$ cat config.mk
export PLATFORM = sky130hd
export DESIGN_NAME = smbrd_target
export DESIGN_NICKNAME = d
export VERILOG_FILES = /design/src/rtl/smbrd_pkg.sv /design/src/rtl/smbrd_sync.sv /design/src/rtl/smbrd_cond_detect.sv /design/src/rtl/smbrd_regbank.sv /design/src/rtl/smbrd_target.sv
export SDC_FILE = /design/constraint.sdc
export NUM_CORES = 1
export LEC_CHECK = 0
export ABC_AREA = 1
export BUFFER_PORTS_ARGS = -buffer_cell sky130_fd_sc_hd__buf_2
export CAP_MARGIN = 0
export CORE_MARGIN = 4
export CORE_UTILIZATION = 47
export CTS_BUF_LIST = sky130_fd_sc_hd__clkbuf_8
export CTS_CLUSTER_SIZE = 20
export DETAILED_ROUTE_END_ITERATION = 10
export HOLD_SLACK_MARGIN = 0.15
export PLACE_DENSITY = 0.75
export RECOVER_POWER = 100
export SLEW_MARGIN = 40
export SYNTH_ARGS = -nofsm -noshare
export SYNTH_HDL_FRONTEND = slang
export SYNTH_HIERARCHICAL = 1
export SYNTH_SLANG_ARGS = --single-unit
$ cat constraint.sdc
create_clock -name clk -period 2.3 [get_ports clk]
set_input_delay 0.115 -clock clk [delete_from_list [all_inputs] [get_ports clk]]
set_output_delay 0.115 -clock clk [all_outputs]
set_load 0.05 [all_outputs]
$ cat src/rtl/smbrd_pkg.sv
package smbrd_pkg;
  localparam int unsigned WORD_W     = 32;
  localparam int unsigned BYTE_W     = 8;
  localparam int unsigned WORD_BYTES = WORD_W / BYTE_W;

  localparam logic [7:0] PTR_POWER  = 8'h01;
  localparam logic [7:0] PTR_BTEMP  = 8'h02;
  localparam logic [7:0] PTR_DTEMP  = 8'h03;
  localparam logic [7:0] PTR_IDS    = 8'hA0;
  localparam logic [7:0] PTR_SUBIDS = 8'hA1;
  localparam logic [7:0] PTR_NAME   = 8'hF0;

  typedef enum logic [2:0] {
    ST_IDLE,
    ST_RX_ADDR,
    ST_ADDR_ACK,
    ST_RX_PTR,
    ST_PTR_ACK,
    ST_TX,
    ST_HOST_ACK,
    ST_HOLD
  } tgt_state_t;
endpackage

$ cat src/rtl/smbrd_sync.sv
module smbrd_sync #(
  parameter int unsigned WIDTH  = 2,
  parameter int unsigned STAGES = 2
) (
  input  logic             clk,
  input  logic             rst_n,
  input  logic [WIDTH-1:0] din,
  output logic [WIDTH-1:0] dout
);
  logic [WIDTH-1:0] stg [STAGES];

  always_ff @(posedge clk or negedge rst_n) begin
    if (!rst_n) stg[0] <= '1;
    else        stg[0] <= din;
  end

  for (genvar k = 1; k < STAGES; k++) begin : g_stage
    always_ff @(posedge clk or negedge rst_n) begin
      if (!rst_n) stg[k] <= '1;
      else        stg[k] <= stg[k-1];
    end
  end

  assign dout = stg[STAGES-1];
endmodule

$ cat src/rtl/smbrd_cond_detect.sv
module smbrd_cond_detect (
  input  logic clk,
  input  logic rst_n,
  input  logic scl_s,
  input  logic sda_s,
  output logic scl_rise,
  output logic scl_fall,
  output logic start_det,
  output logic stop_det
);
  logic scl_q, sda_q;

  always_ff @(posedge clk or negedge rst_n) begin
    if (!rst_n) begin
      scl_q <= 1'b1;
      sda_q <= 1'b1;
    end else begin
      scl_q <= scl_s;
      sda_q <= sda_s;
    end
  end

  assign scl_rise  = !scl_q && scl_s;
  assign scl_fall  = scl_q && !scl_s;
  assign start_det = scl_q && scl_s && sda_q && !sda_s;
  assign stop_det  = scl_q && scl_s && !sda_q && sda_s;
endmodule

$ cat src/rtl/smbrd_regbank.sv
module smbrd_regbank
  import smbrd_pkg::*;
(
  input  logic [7:0]        ptr,
  input  logic [WORD_W-1:0] power_word,
  input  logic [WORD_W-1:0] btemp_word,
  input  logic [WORD_W-1:0] dtemp_word,
  input  logic [15:0]       vendor_id,
  input  logic [15:0]       device_id,
  input  logic [15:0]       subvendor_id,
  input  logic [15:0]       subsystem_id,
  input  logic [WORD_W-1:0] name_word,
  output logic [WORD_W-1:0] sel_word
);
  always_comb begin
    unique case (ptr)
      PTR_POWER:  sel_word = power_word;
      PTR_BTEMP:  sel_word = btemp_word;
      PTR_DTEMP:  sel_word = dtemp_word;
      PTR_IDS:    sel_word = {device_id, vendor_id};
      PTR_SUBIDS: sel_word = {subsystem_id, subvendor_id};
      PTR_NAME:   sel_word = name_word;
      default:    sel_word = '0;
    endcase
  end
endmodule

$ cat src/rtl/smbrd_target.sv
module smbrd_target
  import smbrd_pkg::*;
#(
  parameter logic [6:0]  DEV_ADDR    = 7'h47,
  parameter int unsigned SYNC_STAGES = 2
) (
  input  logic        clk,
  input  logic        rst_n,
  input  logic        scl_i,
  input  logic        sda_i,
  output logic        sda_pull_o,
  input  logic [31:0] power_word_i,
  input  logic [31:0] board_temp_word_i,
  input  logic [31:0] die_temp_word_i,
  input  logic [15:0] vendor_id_i,
  input  logic [15:0] device_id_i,
  input  logic [15:0] subvendor_id_i,
  input  logic [15:0] subsystem_id_i,
  input  logic [31:0] name_word_i
);
  localparam logic [3:0] BIT_LAST  = 4'(BYTE_W);
  localparam logic [2:0] BYTE_LAST = 3'(WORD_BYTES);

  logic [1:0] line_s;
  logic scl_s, sda_s;
  logic scl_rise, scl_fall, start_det, stop_det;

  smbrd_sync #(.WIDTH(2), .STAGES(SYNC_STAGES)) u_sync (
    .clk  (clk),
    .rst_n(rst_n),
    .din  ({scl_i, sda_i}),
    .dout (line_s)
  );
  assign scl_s = line_s[1];
  assign sda_s = line_s[0];

  smbrd_cond_detect u_cond (
    .clk      (clk),
    .rst_n    (rst_n),
    .scl_s    (scl_s),
    .sda_s    (sda_s),
    .scl_rise (scl_rise),
    .scl_fall (scl_fall),
    .start_det(start_det),
    .stop_det (stop_det)
  );

  tgt_state_t        state;
  logic [3:0]        bit_cnt;
  logic [2:0]        byte_cnt;
  logic [7:0]        rx_sr;
  logic [7:0]        ptr_q;
  logic              rw_q;
  logic              host_nack;
  logic [WORD_W-1:0] snap_q;
  logic [7:0]        tx_sr;
  logic              drive_low;
  logic [WORD_W-1:0] sel_word;

  smbrd_regbank u_bank (
    .ptr         (ptr_q),
    .power_word  (power_word_i),
    .btemp_word  (board_temp_word_i),
    .dtemp_word  (die_temp_word_i),
    .vendor_id   (vendor_id_i),
    .device_id   (device_id_i),
    .subvendor_id(subvendor_id_i),
    .subsystem_id(subsystem_id_i),
    .name_word   (name_word_i),
    .sel_word    (sel_word)
  );

  always_ff @(posedge clk or negedge rst_n) begin
    if (!rst_n) begin
      state     <= ST_IDLE;
      bit_cnt   <= '0;
      byte_cnt  <= '0;
      rx_sr     <= '0;
      ptr_q     <= '0;
      rw_q      <= 1'b0;
      host_nack <= 1'b1;
      snap_q    <= '0;
      tx_sr     <= '0;
      drive_low <= 1'b0;
    end else if (stop_det) begin
      state     <= ST_IDLE;
      bit_cnt   <= '0;
      drive_low <= 1'b0;
    end else if (start_det) begin
      state     <= ST_RX_ADDR;
      bit_cnt   <= '0;
      drive_low <= 1'b0;
    end else begin
      unique case (state)
        ST_RX_ADDR: begin
          if (scl_rise) begin
            rx_sr   <= {rx_sr[6:0], sda_s};
            bit_cnt <= bit_cnt + 4'd1;
          end else if (scl_fall && bit_cnt == BIT_LAST) begin
            bit_cnt <= '0;
            if (rx_sr[7:1] == DEV_ADDR) begin
              state     <= ST_ADDR_ACK;
              drive_low <= 1'b1;
              rw_q      <= rx_sr[0];
              if (rx_sr[0]) snap_q <= sel_word;
            end else begin
              state <= ST_HOLD;
            end
          end
        end
        ST_ADDR_ACK: begin
          if (scl_fall) begin
            if (rw_q) begin
              state     <= ST_TX;
              tx_sr     <= snap_q[7:0];
              snap_q    <= {8'h00, snap_q[WORD_W-1:8]};
              byte_cnt  <= 3'd1;
              drive_low <= !snap_q[7];
            end else begin
              state     <= ST_RX_PTR;
              drive_low <= 1'b0;
            end
          end
        end
        ST_RX_PTR: begin
          if (scl_rise) begin
            rx_sr   <= {rx_sr[6:0], sda_s};
            bit_cnt <= bit_cnt + 4'd1;
          end else if (scl_fall && bit_cnt == BIT_LAST) begin
            bit_cnt   <= '0;
            ptr_q     <= rx_sr;
            drive_low <= 1'b1;
            state     <= ST_PTR_ACK;
          end
        end
        ST_PTR_ACK: begin
          if (scl_fall) begin
            drive_low <= 1'b0;
            state     <= ST_HOLD;
          end
        end
        ST_TX: begin
          if (scl_rise) begin
            bit_cnt <= bit_cnt + 4'd1;
          end else if (scl_fall) begin
            if (bit_cnt == BIT_LAST) begin
              bit_cnt   <= '0;
              drive_low <= 1'b0;
              state     <= ST_HOST_ACK;
            end else begin
              tx_sr     <= {tx_sr[6:0], 1'b0};
              drive_low <= !tx_sr[6];
            end
          end
        end
        ST_HOST_ACK: begin
          if (scl_rise) begin
            host_nack <= sda_s;
          end else if (scl_fall) begin
            if (!host_nack && byte_cnt < BYTE_LAST) begin
              state     <= ST_TX;
              tx_sr     <= snap_q[7:0];
              snap_q    <= {8'h00, snap_q[WORD_W-1:8]};
              byte_cnt  <= byte_cnt + 3'd1;
              drive_low <= !snap_q[7];
            end else begin
              state     <= ST_HOLD;
              drive_low <= 1'b0;
            end
          end
        end
        default: ;
      endcase
    end
  end

  assign sda_pull_o = drive_low;


  own_addr_ack_chk: assert property (@(posedge clk) disable iff (!rst_n)
    (state == ST_ADDR_ACK) |-> (rx_sr[7:1] == DEV_ADDR));


  hold_released_chk: assert property (@(posedge clk) disable iff (!rst_n)
    (state == ST_HOLD) |-> !drive_low);


  drive_in_low_phase_chk: assert property (@(posedge clk) disable iff (!rst_n)
    ((drive_low != $past(drive_low)) && !$past(start_det || stop_det)) |-> !$past(scl_s));


  stop_release_chk: assert property (@(posedge clk) disable iff (!rst_n)
    stop_det |=> (!drive_low && state == ST_IDLE));


  byte_limit_chk: assert property (@(posedge clk) disable iff (!rst_n)
    byte_cnt <= BYTE_LAST);
endmodule

# Word level (Yosys, flattened, before mapping)
# Index checks and enable logic that the tools add are counted.
# classes
n_addsub,2
order_cmp,1
n_eq_ne,41
muxes,68
bitwise_logic,3
n_reduce_logical,32
# ops
operator,count
two-way mux 32 bit,9
case mux 32 bit (6 select lines),1
case mux 32 bit (3 select lines),1
two-way mux 3 bit,20
two-way mux 7 bit,8
!= test 4 bit (second input constant),12
AND reduction 12 bit,3
two-way mux 4 bit,7
equality test 8 bit (second input constant),3
!= test 2 bit (second input constant),12
case mux 7 bit (3 select lines),1
case mux 3 bit (6 select lines),1
equality test 8 x 2 -> 1 bit (second input constant),2
two-way mux 1 bit,16
AND reduction 4 bit,3
AND reduction 11 bit,1
!= test 5 bit (second input constant),2
equality test 3 bit (second input constant),3
logical AND 1 bit,9
equality test 8 x 1 -> 1 bit (second input constant),1
case mux 4 bit (2 select lines),1
AND reduction 8 bit,1
nonzero test 8 bit,1
equality test 7 bit (second input constant),1
other kinds (18),28
# totals
reg_bits,74
output_inout_bits,1

# Longest topological paths before layout
# Gate-level depths: netlist (run 1).
# depth
depth_word,8
depth_mapped,12
depth_no_buf,11

# By module
# The synthesis (run 1) kept the hierarchy.
# modules_own_cells
module,n_inst,cells_per_inst,area_each_um2
smbrd_target,1,411,3749.8
smbrd_regbank,1,445,2068.2
smbrd_sync,1,6,120.1
smbrd_cond_detect,1,13,93.8

# Least setup slack after synthesis (run 1)
# OpenSTA, ideal clock, no wires.
# synth_path
path_kind,reg2reg
start,register u_cond.scl_q
end,register snap_q[10]
setup_time_ps,122
arrival_time_ps,1693
required_ps,2178
path_slack_ps,486
path_stages_with_launch,11
period_less_slack_ps,1814
path_cell_list,dfstp_2 > inv_1 > nor2_1 > nand4_2 > inv_1 > nand2_1 > nand2_2 > nand3_4 > buf_6 > nand2_2 > o21ai_2
# synth_between
word_cells_on_any_way,17
cone_classes,eq/ne (5); bitwise (2); reduce/logical (10)
# synth_lines
element,line_no,text
start: declaration,smbrd_cond_detect.sv:11,"logic scl_q, sda_q;"
start signal: assignment,smbrd_cond_detect.sv:18,scl_q <= scl_s;
logical AND 1 bit (*),smbrd_cond_detect.sv:24,assign scl_fall = scl_q && !scl_s;
via scl_fall,smbrd_target.sv:26,"logic scl_rise, scl_fall, start_det, stop_det;"
logical AND 1 bit,smbrd_target.sv:99,end else if (scl_fall && bit_cnt == BIT_LAST) begin
!= test 2 bit (no source line),n/a,
AND reduction 12 bit (no source line) (*),n/a,
end signal: assignment,smbrd_target.sv:105,if (rx_sr[0]) snap_q <= sel_word;
end signal: assignment,smbrd_target.sv:116,"snap_q <= {8'h00, snap_q[WORD_W-1:8]};"
end signal: assignment,smbrd_target.sv:163,"snap_q <= {8'h00, snap_q[WORD_W-1:8]};"
end: declaration,smbrd_target.sv:55,logic [WORD_W-1:0] snap_q;
# The timed path passes the listed nets; every way through them passes the cells marked *.
# A chain may end at the register's enable or synchronous reset.

# Worst setup path in the final report (run 1)
# layout_path
start,"register u_sync.stg, in the netlist u_sync/dout[1]"
end,register state[1]
# layout_between
elab_chain_cells,5
word_cells_on_any_way,24
cone_classes,eq/ne (11); mux (2); reduce/logical (11)
# layout_rtl
element,line_no,text
start: declaration,smbrd_sync.sv:10,logic [WIDTH-1:0] stg [STAGES];
start signal: indexed assignment,smbrd_sync.sv:20,else stg[k] <= stg[k-1];
logical AND 1 bit (*) (3 in series),smbrd_cond_detect.sv:25,assign start_det = scl_q && scl_s && sda_q && !sda_s;
via start_det,smbrd_target.sv:26,
nonzero test 8 bit (no source line) (tied with other cells),n/a,
AND reduction 12 bit (no source line) or two-way mux 3 bit (tied branches),n/a,
end signal: assignment,smbrd_target.sv:75,state <= ST_IDLE;
end signal: assignment,smbrd_target.sv:86,state <= ST_IDLE;
end signal: assignment,smbrd_target.sv:90,state <= ST_RX_ADDR;
end: declaration,smbrd_target.sv:48,tgt_state_t state;
# Marked as above.

==> results of run 1 <==
[how the worst min path moves through the flow]
stage	start	end	slack (ps)
finish	power_word_i[29]	snap_q[29]	240
global route	power_word_i[29]	snap_q[29]	260
CTS	power_word_i[29]	snap_q[29]	220
detailed placement	rst_n	rx_sr[5]	190
floorplan	rst_n	bit_cnt[0]	-180
global placement	rst_n	rx_sr[5]	180
[Yosys cell counts, types with 9 or more instances]
cell type,number
dfrtp_1,67
nor2_1,55
o21ai_2,33
buf_2,30
o21ai_0,15
o21ai_1,25
nand2_2,35
mux2i_1,24
nand3_1,206
inv_1,76
inv_2,9
buf_6,20
nand2_1,225
[metal layers]
metal  up-vias  routed length (microns)  global-route usage
met4         0                      331              0.0651
met5         -                        0                   0
met2       199                     8680               0.413
met3        25                      996              0.0378
li1       3196                        -                   -
met1      2827                     7790               0.312
[logic make-up after synthesis]
family	Yosys count
flops	74
compound gates	81
simple gates	551
mux	24
fa+ha+maj	3
buf+inv	142
[layout by cell type, fill, tap and decap left out, types with 4 or more instances in the layout]
master,instances
a21oi_1,5
dfstp_2,4
nand2_1,249
inv_2,9
nand4_1,6
dfrtp_1,67
o21ai_0,40
nand2_2,11
nand3_1,206
nor2_1,56
buf_4,9
buf_2,194
o21ai_2,29
inv_1,78
clkbuf_8,10
nand3_2,4
mux2i_1,24
buf_12,8
o21ai_1,4
nor2_4,8
[critical path, cell delays in order, from the launching register on]
cell	delay, ps
dfstp_1	570
nand2_1	90
nor2_1	260
inv_1	130
nand2_1	170
nor2_2	110
o21ai_0	200
nand4_1	230
nand2_1	100
nand2_1	50
[registers in the layout, summed over array words and instances, names as in the netlist]
name,cells
snap_q,32
ptr_q,8
rx_sr,8
tx_sr,7
bit_cnt,4
byte_cnt,3
state,3
u_sync/dout,2
u_sync/stg,2
host_nack,1
rw_q,1
sda_pull_o,1
u_cond/scl_q,1
u_cond/sda_q,1
[final cells by class]
type / instances / area, sq um / area share
Sequential cell: 74 / 1860 / 0.258
Inverter: 87 / 332 / 0.0460
Clock inverter: 6 / 58.8 / 0.00816
Timing Repair Buffer: 218 / 1250 / 0.174
Tap cell: 172 / 215 / 0.0299
Clock buffer: 10 / 138 / 0.0191
Multi-Input combinational cell: 659 / 3350 / 0.465
[power breakdown]
part / internal [mW] / total [mW] / leakage (nW) / switching, mW
Clock: 0.524 / 1.02 / 0.105 / 0.496
Combinational: 0.787 / 2.12 / 2.90 / 1.33
Sequential: 1.67 / 1.99 / 0.983 / 0.322
[timing repair]
item	CTS	global route
endpoints found under the hold margin	22	0
hold buffers	3	0
setup endpoints to repair	0	2
resized for setup	0	1
==> impl_metrics.env, run 1 <==
export IMPL_clkLatencyLatePin_ps=350
export IMPL_drv_cap=1
export IMPL_r2r_end="state[1]"
export IMPL_gp_congestion=0.878
export IMPL_cts_root_buffer="clkbuf_8"
export IMPL_critPathArrivalTime_ps=2250
export IMPL_io_buffers=196
export IMPL_fmax_ghz=0.496
export IMPL_r2r_start="u_sync/dout[1]"
export IMPL_dpl_worst_slack_ps=167
export IMPL_grt_pass1_wl_mm=28.1
export IMPL_drtIter0Drc=309
export IMPL_total_power_mw=5.13
export IMPL_yosys_top_cells_area="dfrtp_1, nand3_1, nand2_1"
export IMPL_synth_mux_area_frac=0.0398
export IMPL_synthSimpleGateAreaFrac=0.431
export IMPL_yosysUniqueCellTypes=34
export IMPL_synthFlopType="dfrtp_1"
export IMPL_async_flop_share=1.00
export IMPL_fin_crit_ps=2020
export IMPL_synth_adder_area_share=0.00622
export IMPL_fin_tns_setup_ps=0
export IMPL_fillCellCount=1247
export IMPL_io_pins=197
export IMPL_ys_warn_count=6
export IMPL_finalInstanceArea_sq_um=7210
export IMPL_grt_max_degree=83
export IMPL_critPathCapture="state[1]"
export IMPL_cts_max_level=3
export IMPL_synthXorXnorAreaFrac=0
export IMPL_synth_edf_count=0
export IMPL_worstPathRequired_ps=2530
export IMPL_postSynthCellCount=875
export IMPL_power_density_nw_per_um2=712
export IMPL_synth_top_area_cell="dfrtp_1"
export IMPL_cts_tree="built"
export IMPL_path_class="reg -> reg"
export IMPL_startpoint="u_sync/dout[1]"
export IMPL_finalNetCount=1248
export IMPL_cp_start_kind="flip-flop"
export IMPL_dpl_cell_area_sq_um=7070
export IMPL_cts_buffer_depth=2
export IMPL_syn_area_sq_um=6030
export IMPL_endpoint_kind="flip-flop"
export IMPL_area_growth_pct=19.5
export IMPL_initial_utilization=0.480
export IMPL_synth_compound_area_frac=0.0923
export IMPL_rrSetupSlack_ps=280
export IMPL_crit_path_max_fanout=7
export IMPL_ir_worst_vdd_mv=0.431
export IMPL_hpwl_mm=13.7
export IMPL_rsz0062_at_grt="false"
export IMPL_postRouteWirelength_mm=17.8
export IMPL_numCtsBuffers=9
export IMPL_synth_fp_nets=1074
export IMPL_r2r_cells=9
export IMPL_ys_seq_elements=74
export IMPL_grt_use_total=0.240
export IMPL_first_pass_iters=5
export IMPL_status="complete, but fails checks"
export IMPL_hold_path_class="in -> reg"
export IMPL_std_cell_rows=41
export IMPL_detail_route_antenna_nets=0
export IMPL_antenna_found_initial=0
export IMPL_fp_dieW_microns=121
export IMPL_leakage_nw=3.99
export IMPL_syn_area_per_cell_sq_um=6.89
export IMPL_timing_slew_headroom=-0.0694
export IMPL_worst_pin_slew_ps=1600
export IMPL_antenna_cells=0
export IMPL_globalRouteOverflowTotal=0
export IMPL_clkTransAtPathRegs_ps=80
export IMPL_drt_vias_per_instance=5.10
export IMPL_skew_ps=10.9
export IMPL_core_area_sq_um=12600
export IMPL_placedCellCount=1207
export IMPL_wire_per_inst_microns=14.5
export IMPL_yosysSeqAreaShare=0.308
export IMPL_grt_pass1_vias=5881
export IMPL_setup_viol=0
export IMPL_fin_util=0.573
export IMPL_synth_top_cell_area_share=0.278
export IMPL_violations="capacitance limit, slew limit"
export IMPL_dieArea_sq_um=14700
export IMPL_slew_violations=28
export IMPL_whs_ps=238
export IMPL_num_vias=6247
export IMPL_dieHeight_microns=121
export IMPL_instances_no_fill=1226
export IMPL_whs_path_depth=7
export IMPL_worst_slack_ps=284
export IMPL_hold_viol=0
export IMPL_min_period_over_period=0.877
export IMPL_postCtsSetupBuffers=0
export IMPL_layout_drive_gt1_share=0.289
export IMPL_route_detailed_drc=0
export IMPL_synth_top_family_by_area="simple AND/OR/NAND/NOR gates"
export IMPL_cts_sinks=74
Power figures use the tool's default switching activity.
==> run 2: changes to the inputs <==
--- a/config.mk
+++ b/config.mk
@@ -13,8 +13,9 @@
 export CTS_BUF_LIST = sky130_fd_sc_hd__clkbuf_8
 export CTS_CLUSTER_SIZE = 20
 export DETAILED_ROUTE_END_ITERATION = 10
+export GPL_ROUTABILITY_DRIVEN = 0
 export HOLD_SLACK_MARGIN = 0.15
-export PLACE_DENSITY = 0.75
+export PLACE_DENSITY = 0.78
 export RECOVER_POWER = 100
 export SLEW_MARGIN = 40
 export SYNTH_ARGS = -nofsm -noshare
==> constraint.sdc (replaced) <==
create_clock -name clk -period 1.71 [get_ports clk]
set_input_delay 0.0855 -clock clk [delete_from_list [all_inputs] [get_ports clk]]
set_output_delay 0.0855 -clock clk [all_outputs]
set_load 0.05 [all_outputs]
==> run 2 against run 1 <==
The run ends with setup timing left. Global-route usage up 0.56 points. Fmax up 12%. Sequential power up 35%. Routed wire length up 6.8%. Flip-flop and latch count unchanged. Die area unchanged. Worst hold slack worse by 53 ps. Clock power up 78%. Cell count up 3.3%. Utilization up 6.3 points. Total power up 66%. Worst setup slack worse by 370 ps. Critical endpoint is now tx_sr[6]. Largest power group unchanged.
==> impl_metrics.env, run 2 (synthesis gave the netlist of run 1 again) <==
export IMPL_cp_start_kind="flip-flop"
export IMPL_std_cell_rows=41
export IMPL_drv_cap=0
export IMPL_antenna_found_initial=0
export IMPL_cts_buffer_depth=2
export IMPL_setup_viol=39
export IMPL_fillCellCount=1114
export IMPL_status="complete, but fails checks"
export IMPL_leakage_nw=4.33
export IMPL_fin_crit_ps=1800
export IMPL_critPathArrivalTime_ps=2080
export IMPL_grt_pass1_vias=6105
export IMPL_hold_viol=0
export IMPL_area_growth_pct=32.5
export IMPL_clkTransAtPathRegs_ps=80
export IMPL_dieArea_sq_um=14700
export IMPL_layout_drive_gt1_share=0.372
export IMPL_route_detailed_drc=0
export IMPL_numCtsBuffers=9
export IMPL_grt_pass1_wl_mm=28.8
export IMPL_cts_sinks=74
export IMPL_worst_pin_slew_ps=1000
export IMPL_rsz0062_at_grt="true"
export IMPL_core_area_sq_um=12600
export IMPL_io_buffers=196
export IMPL_finalNetCount=1288
export IMPL_timing_slew_headroom=0.332
export IMPL_grt_use_total=0.245
export IMPL_globalRouteOverflowTotal=0
export IMPL_ff_latch_area_sq_um=1860
export IMPL_skew_ps=11.3
export IMPL_first_pass_iters=5
export IMPL_min_period_over_period=1.05
export IMPL_dpl_worst_slack_ps=-54.2
export IMPL_dieHeight_microns=121
export IMPL_violations="setup timing"
export IMPL_drt_vias_per_instance=5.20
export IMPL_path_class="reg -> reg"
export IMPL_cts_tree="built"
export IMPL_multi_input_comb_area_sq_um=3550
export IMPL_layout_common_cells="nand2_1, nand3_1, buf_2"
export IMPL_hold_path_class="in -> reg"
export IMPL_fin_util=0.636
export IMPL_clkLatencyLatePin_ps=360
export IMPL_power_density_nw_per_um2=1060
export IMPL_initial_utilization=0.480
export IMPL_worst_slack_ps=-89.7
export IMPL_top_register="snap_q"
export IMPL_postRouteWirelength_mm=19.0
export IMPL_worstPathRequired_ps=1990
export IMPL_largest_register_ff_count=32
export IMPL_wire_per_inst_microns=15.0
export IMPL_io_pins=197
export IMPL_fp_dieW_microns=121
export IMPL_ir_worst_vdd_mv=0.619
export IMPL_fmax_ghz=0.556
export IMPL_total_power_mw=8.50
export IMPL_num_vias=6587
export IMPL_top_regs="snap_q (32), ptr_q (8), rx_sr (8)"
export IMPL_antenna_cells=0
export IMPL_hpwl_mm=13.9
export IMPL_final_common_cell="nand2_1"
export IMPL_crit_path_max_fanout=7
export IMPL_drtIter0Drc=412
export IMPL_cts_max_level=3
export IMPL_grt_max_degree=75
export IMPL_whs_ps=185
export IMPL_detail_route_antenna_nets=0
export IMPL_cts_root_buffer="clkbuf_8"
export IMPL_slew_violations=0
export IMPL_endpoint_kind="flip-flop"
## run 2: routing by layer
metal	vias up	GRT usage	share of wire
li1	3274	-	-
met1	3009	0.325	0.42
met2	273	0.409	0.49
met3	31	0.0392	0.065
met4	0	0.0805	0.025
met5	-	0	0
## run 2: critical path, stage by stage, from the launching register on
cell and delay [ps]:
dfstp_2 550, inv_2 40, nand2_2 70, nor2_4 40
nor2_4 170, nand2_2 100, o21ai_2 170, nand2_2 80
nor3_4 210, buf_6 160, nand2_1 60, o21ai_1 80
## run 2: area by class of cell
cell class / count / share of cell area
Clock buffer: 10 / 0.0172
Clock inverter: 6 / 0.0161
Inverter: 87 / 0.0415
Multi-Input combinational cell: 659 / 0.445
Sequential cell: 74 / 0.233
Tap cell: 172 / 0.0269
Timing Repair Buffer: 258 / 0.220
## run 2: worst paths after layout
kind                                             from             end  slack (ps)  cells after the start
min in group asynchronous                       rst_n        rx_sr[2]         530                      3
worst max-delay path                     u_cond/sda_q        tx_sr[6]         -90                     11
worst min-delay path            board_temp_word_i[24]      snap_q[24]         190                      7
worst min register to register          u_sync/stg[2]  u_sync/dout[0]         360                      0
worst max register to register           u_cond/sda_q        tx_sr[6]         -90                     11
max in group asynchronous                       rst_n        state[2]         500                      3
## run 2: where the power goes
group / total, mW / internal (mW) / switching (mW)
sequential: 2.69 / 2.26 / 0.427
combinational: 3.99 / 1.78 / 2.21
clock: 1.82 / 1.15 / 0.672
total: 8.50 / 5.19 / 3.31
## run 2: timing repair
action,in CTS,in global routing
gates resized for setup,7,34
buffers inserted,4,4
pin swaps,2,13
endpoints found under the hold margin,76,0
hold buffers,3,0
gates cloned,1,4
setup endpoints to repair,46,58
## run 2: per-stage QoR
step	instance area, sq um	std cells	setup TNS, ps
2_1_floorplan	6040	875	-166
3_3_place_gp	7440	1236	-0.117
3_5_place_dp	7440	1236	-615
4_1_cts	7810	1260	-76.1
5_1_grt	7990	1266	-6610
6_report	7990	1266	-2190
